--- src/rtl/btm_pkg.sv ---
package btm_pkg;
    localparam int CODE_W = 6;
    localparam int SRC_W  = 4;
    localparam int CNT_W  = 8;
    localparam logic [CODE_W-1:0] CODE_REL  = 6'd4;
    localparam logic [CODE_W-1:0] CODE_SYNC = 6'd12;
    typedef enum logic [1:0] {PK_CODE, PK_SRC, PK_CNT, PK_ADDR} pk_e;
endpackage

--- src/rtl/btm_icount.sv ---
module btm_icount #(
    parameter int W = 8
) (
    input  logic         clk,
    input  logic         rst_n,
    input  logic         tick,
    input  logic         clear,
    output logic [W-1:0] cnt_plus,
    output logic         at_limit
);
    localparam logic [W-1:0] MAX = {W{1'b1}};

    typedef struct packed { logic [W-1:0] cnt; } st_t;
    st_t s_d, s_q;

    always_comb begin
        s_d      = s_q;
        cnt_plus = (s_q.cnt == MAX) ? MAX : s_q.cnt + 1'b1;
        at_limit = (s_q.cnt >= MAX - 1'b1);
        if (clear)     s_d.cnt = '0;
        else if (tick) s_d.cnt = cnt_plus;
    end

    always_ff @(posedge clk) begin
        if (!rst_n) s_q <= '0;
        else        s_q <= s_d;
    end


    restart_chk: assert property (@(posedge clk) disable iff (!rst_n)
        clear |=> s_q.cnt == '0);

    no_wrap_chk: assert property (@(posedge clk) disable iff (!rst_n)
        (s_q.cnt == MAX && tick && !clear) |=> s_q.cnt == MAX);
endmodule

--- src/rtl/btm_relenc.sv ---
module btm_relenc #(
    parameter int AW = 16,
    parameter int LW = $clog2(AW + 1)
) (
    input  logic [AW-1:0] tgt,
    input  logic [AW-1:0] last,
    input  logic          full,
    output logic [AW-1:0] val,
    output logic [LW-1:0] len
);
    logic [AW-1:0] diff;
    logic [LW-1:0] sig;

    always_comb begin
        diff = tgt ^ last;
        sig  = LW'(1);
        for (int i = 0; i < AW; i++)
            if (diff[i]) sig = LW'(i + 1);
        val = full ? tgt : diff;
        len = full ? LW'(AW) : sig;
    end
endmodule

--- src/rtl/btm_msgq.sv ---
module btm_msgq
    import btm_pkg::*;
#(
    parameter int              AW     = 16,
    parameter int              LW     = $clog2(AW + 1),
    parameter logic [SRC_W-1:0] SRC_ID = 4'h5
) (
    input  logic             clk,
    input  logic             rst_n,
    input  logic             load,
    input  logic             ld_sync,
    input  logic [CNT_W-1:0] ld_cnt,
    input  logic [AW-1:0]    ld_val,
    input  logic [LW-1:0]    ld_len,
    output logic             free,
    output logic             pkt_valid,
    input  logic             pkt_ready,
    output logic [AW-1:0]    pkt_data,
    output logic [LW-1:0]    pkt_len,
    output logic             pkt_last
);
    typedef struct packed {
        logic             occ;
        pk_e              idx;
        logic             sync;
        logic [CNT_W-1:0] cnt;
        logic [AW-1:0]    val;
        logic [LW-1:0]    vlen;
    } st_t;
    st_t s_d, s_q;
    logic hs, done;

    always_comb begin
        s_d  = s_q;
        hs   = s_q.occ && pkt_ready;
        done = hs && (s_q.idx == PK_ADDR);
        free = !s_q.occ || done;
        if (load) begin
            s_d.occ  = 1'b1;
            s_d.idx  = PK_CODE;
            s_d.sync = ld_sync;
            s_d.cnt  = ld_cnt;
            s_d.val  = ld_val;
            s_d.vlen = ld_len;
        end else if (done) begin
            s_d.occ = 1'b0;
        end else if (hs) begin
            s_d.idx = pk_e'(s_q.idx + 2'd1);
        end
    end

    always_comb begin
        pkt_valid = s_q.occ;
        pkt_last  = s_q.occ && (s_q.idx == PK_ADDR);
        case (s_q.idx)
            PK_CODE: begin
                pkt_data = AW'(s_q.sync ? CODE_SYNC : CODE_REL);
                pkt_len  = LW'(CODE_W);
            end
            PK_SRC: begin
                pkt_data = AW'(SRC_ID);
                pkt_len  = LW'(SRC_W);
            end
            PK_CNT: begin
                pkt_data = AW'(s_q.cnt);
                pkt_len  = LW'(CNT_W);
            end
            default: begin
                pkt_data = s_q.val;
                pkt_len  = s_q.vlen;
            end
        endcase
    end

    always_ff @(posedge clk) begin
        if (!rst_n) s_q <= '0;
        else        s_q <= s_d;
    end


    stall_hold_chk: assert property (@(posedge clk) disable iff (!rst_n)
        (pkt_valid && !pkt_ready) |=> pkt_valid && $stable(pkt_data)
                                      && $stable(pkt_len) && $stable(pkt_last));

    msg_continues_chk: assert property (@(posedge clk) disable iff (!rst_n)
        (pkt_valid && pkt_ready && !pkt_last) |=> pkt_valid);
endmodule

--- src/rtl/btm_encoder.sv ---
module btm_encoder
    import btm_pkg::*;
#(
    parameter int               ADDR_W = 16,
    parameter logic [SRC_W-1:0] SRC_ID = 4'h5,
    localparam int              LEN_W  = $clog2(ADDR_W + 1)
) (
    input  logic              clk,
    input  logic              rst_n,
    input  logic              ret_vld,
    input  logic [ADDR_W-1:0] ret_addr,
    input  logic              br_vld,
    input  logic              br_exc,
    input  logic [ADDR_W-1:0] br_tgt,
    output logic              pkt_valid,
    input  logic              pkt_ready,
    output logic [ADDR_W-1:0] pkt_data,
    output logic [LEN_W-1:0]  pkt_len,
    output logic              pkt_last,
    output logic              ovr
);
    typedef struct packed {
        logic [ADDR_W-1:0] last;
        logic              sync_pend;
        logic              ovr;
    } st_t;
    st_t s_d, s_q;

    logic              ev_br, ev_of, ev, load, free, full, at_limit;
    logic [ADDR_W-1:0] tgt_sel, enc_val;
    logic [LEN_W-1:0]  enc_len;
    logic [CNT_W-1:0]  cnt_plus;

    btm_icount #(.W(CNT_W)) u_cnt (
        .clk(clk), .rst_n(rst_n), .tick(ret_vld), .clear(load),
        .cnt_plus(cnt_plus), .at_limit(at_limit)
    );

    btm_relenc #(.AW(ADDR_W), .LW(LEN_W)) u_rel (
        .tgt(tgt_sel), .last(s_q.last), .full(full),
        .val(enc_val), .len(enc_len)
    );

    btm_msgq #(.AW(ADDR_W), .LW(LEN_W), .SRC_ID(SRC_ID)) u_q (
        .clk(clk), .rst_n(rst_n), .load(load), .ld_sync(full),
        .ld_cnt(cnt_plus), .ld_val(enc_val), .ld_len(enc_len),
        .free(free), .pkt_valid(pkt_valid), .pkt_ready(pkt_ready),
        .pkt_data(pkt_data), .pkt_len(pkt_len), .pkt_last(pkt_last)
    );

    always_comb begin
        s_d     = s_q;
        ev_br   = ret_vld && br_vld;
        ev_of   = ret_vld && !br_vld && at_limit;
        ev      = ev_br || ev_of;
        load    = ev && free;
        full    = s_q.sync_pend || (br_vld && br_exc) || ev_of;
        tgt_sel = ev_br ? br_tgt : ret_addr;
        s_d.ovr = ev && !free;
        if (load) begin
            s_d.last      = tgt_sel;
            s_d.sync_pend = 1'b0;
        end else if (ev) begin
            s_d.sync_pend = 1'b1;
        end
    end

    always_ff @(posedge clk) begin
        if (!rst_n) begin
            s_q.last      <= '0;
            s_q.sync_pend <= 1'b1;
            s_q.ovr       <= 1'b0;
        end else begin
            s_q <= s_d;
        end
    end

    assign ovr = s_q.ovr;

    initial begin

        addr_width_chk: assert (ADDR_W >= CNT_W);
    end


    ovr_busy_chk: assert property (@(posedge clk) disable iff (!rst_n)
        ovr |-> $past(pkt_valid));

    start_cause_chk: assert property (@(posedge clk) disable iff (!rst_n)
        $rose(pkt_valid) |-> $past(ret_vld));

    upgrade_chk: assert property (@(posedge clk) disable iff (!rst_n)
        ovr |-> s_q.sync_pend);
endmodule

--- config.mk ---
export PLATFORM = sky130hd
export DESIGN_NAME = btm_encoder
export DESIGN_NICKNAME = d
export VERILOG_FILES = /design/src/rtl/btm_pkg.sv /design/src/rtl/btm_icount.sv /design/src/rtl/btm_relenc.sv /design/src/rtl/btm_msgq.sv /design/src/rtl/btm_encoder.sv
export SDC_FILE = /design/constraint.sdc
export NUM_CORES = 1
export LEC_CHECK = 0
export BUFFER_PORTS_ARGS = -buffer_cell sky130_fd_sc_hd__buf_4
export CAP_MARGIN = 5
export CORE_MARGIN = 2
export CORE_UTILIZATION = 50
export CTS_CLUSTER_DIAMETER = 100
export CTS_CLUSTER_SIZE = 28
export DETAILED_ROUTE_END_ITERATION = 16
export PLACE_DENSITY_LB_ADDON = 0.2
export SLEW_MARGIN = 20
export SYNTH_ARGS = -nofsm -noshare
export SYNTH_HDL_FRONTEND = slang
export SYNTH_SLANG_ARGS = --single-unit
--- constraint.sdc ---
create_clock -name clk -period 2 [get_ports clk]
set_input_delay 0.3 -clock clk [delete_from_list [all_inputs] [get_ports clk]]
set_output_delay 0.3 -clock clk [all_outputs]
set_load 0.05 [all_outputs]
==> results.tsv <==
metric	value	unit
worst-skew pair later-pin latency	0.33	ns
hold buffer count at CTS	0	
row count	29	
clock-pin slew on the worst setup and hold paths	0.07	ns
Leak Pwr	2.01	nW
Max Buffers Root-to-Sink	2	
initial antenna violation count	0	
Main synth FF type	dfxtp_1	
top cell type's share of synthesized area	0.351	
EDFF count, synth	0	
area grow syn2layout	28.0	%
commonest non-fill, non-tap cell in the layout	buf_4	
max-slew violations	0	
register area	1180	um2
Clock Sinks	59	
Diodes inserted	0	
total of max-cap violations	0	
# nets final	522	
CTS root buf	clkbuf_8	
port buffer count	61	
H-tree lvl count	3	
dpl cell area	4080	um2
crit share post-route	0.971	
Power Dens Cells	669	nW/um2
Worst path most repeated cell	buf_4	
Place WS	0.00267	ns
Crit Path Class	register to primary output	
post-synthesis sequential area ratio	0.351	
RD Place Congestion	0.818	
die area	7400	um2
YS warnings	0	
Post-DP HPWL	6210	um
Die W	86.0	um
GRT overflow	0	
Final setup viols	0	
relative slew slack	0.725	
Vias/cell	5.65	
Post-Syn Area	3370	um2
# fillers	543	
multi-input logic area	2070	um2
initial detailed-routing violation count	152	
Inserted Clock Buffers	9	
Fin. Hold Viols	0	
Worst-Margin Slew	0.410	ns
Clock Skew	0.00643	ns
fmax	515	MHz
Syn Area/Cell	8.52	um2
Crit path max-delay family	buffers and inverters	
vias post-DR	3154	
cells along the critical path	inv_1, ha_1, buf_4, mux2_2, buf_4	
Tightest Hold Check Type	input pin to register	
DR DRC count	0	
crit-path max cell delay	0.34	ns
crit path max-delay cell type	dfxtp_2	
first-pass GRT wire length	14100	um
status	finished clean	
synthesized flop and latch total	59	
wire per inst	15.4	um
fin crit period	1.94	ns
layout cell share with drive strength beyond 1	0.285	
WP buf/inv	3	
final WL	8600	um
Setup WS post-layout	0.0573	ns
post-synthesis async set-or-reset flop share	0	
Synth area leader	dfxtp_1	
Max VDD drop	474	uV
core region area	6420	um2
Mapped Cells	395	
Critical Path End Type	primary output	
die height	86.0	um
CTS tree	yes	
DRT Pass-1 Iters	4	
number of library cell types mapped by synthesis	55	
GRT Total Usage	0.242	
Final Cell Area	4310	um2
vias in the first global route	3086	
Setup Buffers After CTS	0	
largest net degree at the start of global routing	30	
crit path max fanout	8	
I/O pin count	62	
Startpoint Class	register	
post-route ant nets	0	
Synth area leaders	dfxtp_1 (35%), nand2_1 (6.8%), xnor2_1 (6.8%)	
Critical Path AT	1.64	ns
Post-Syn Nets	439	
Initial Util	0.524	
most frequent cells in the layout	buf_4 (93), nand2_1 (61), dfxtp_1 (57)	
CP Data Required Time	1.70	ns
[state kept, by name (all words and copies together) (netlist names)]
register,flops
s_q,17
u_cnt.s_q,8
u_q.pkt_valid,1
ovr,1
u_q.s_q,32
[path summary, 6_finish.rpt]
path                                                start                       end  slack (ns)  depth (start not counted)
worst max-delay path             u_q.s_q[30]$_SDFFE_PP0P_                pkt_len[3]        0.06                          5
worst min-delay path                                rst_n       s_q[1]$_SDFFE_PN1P_        0.32                          2
worst max register to register  u_cnt.s_q[1]$_SDFFE_PP0P_  u_q.s_q[22]$_SDFFE_PN0P_        0.14                          7
worst min register to register   u_q.s_q[27]$_SDFFE_PN0P_  u_q.s_q[27]$_SDFFE_PN0P_        0.47                          2
[cell families (layout without fill, tap and decap cells)]
| kind of cell | Yosys count | in the layout | share of synthesized area |
|---|---|---|---|
| AO/OA/AOI/OAI | 88 | 88 | 0.191 |
| XOR/XNOR | 32 | 32 | 0.0855 |
| adder cells (fa/ha/maj) | 6 | 6 | 0.0223 |
| buffers and inverters | 33 | 119 | 0.0435 |
| flip-flops | 59 | 59 | 0.351 |
| multiplexers | 20 | 20 | 0.0762 |
| AND/OR/NAND/NOR | 157 | 157 | 0.230 |
[report_power, final]
| part | leakage (nW) | switching [mW] | total (mW) | internal (mW) |
|---|---|---|---|---|
| sequential | 0.483 | 0.0440 | 1.28 | 1.24 |
| combinational | 1.43 | 0.290 | 0.556 | 0.266 |
| clock | 0.0950 | 0.454 | 1.05 | 0.592 |
| total | 2.01 | 0.788 | 2.88 | 2.09 |
[synthesized netlist by cell type (3+ instances only)]
library cell and number:
and2_1 19, mux2_2 3, mux2i_2 4, a211oi_1 3, xor2_1 5, a21bo_2 3, o21ai_0 28, and3_1 12
nand2_1 61, mux2i_4 3, nor3_1 4, buf_2 6, a21oi_1 9, o211a_1 21, nand3_1 31, mux2i_1 10
clkbuf_1 13, xnor2_1 26, inv_1 9, ha_1 6, nor2_1 14, dfxtp_1 59
[area by class of cell]
| class | instances | share of cell area |
|---|---|---|
| Clock buffer | 11 | 0.0328 |
| Clock inverter | 3 | 0.00930 |
| Inverter | 9 | 0.00784 |
| Multi-Input combinational cell | 303 | 0.481 |
| Sequential cell | 59 | 0.275 |
| Tap cell | 77 | 0.0224 |
| Timing Repair Buffer | 96 | 0.172 |
[repair_timing]
item | 4_1_cts | 5_1_grt
pin swaps | 0 | 2
gates resized for setup | 0 | 13
setup endpoints to repair | 3 | 42
gates cloned | 0 | 0
[metal layers]
layer,share of wire,up-vias,GRT usage
li1,-,1559,-
met1,0.44,1509,0.301
met2,0.51,74,0.423
met3,0.036,12,0.0375
met4,0.013,0,0.0837
met5,0,-,0
[per-stage QoR]
stage                      util  std cells  TNS (ns)  hold WS (ns)  power (mW)
after floorplan               -        395         0         0.420        1.64
after global placement    0.636        544         0         0.454        1.83
after detailed placement  0.636        544         0         0.465        1.85
after CTS                 0.664        558   -0.0319         0.304        2.89
after global routing      0.671        558   -0.0163         0.343        3.01
final                     0.671        558         0         0.317        2.88
(Power assumes the default switching activity.)
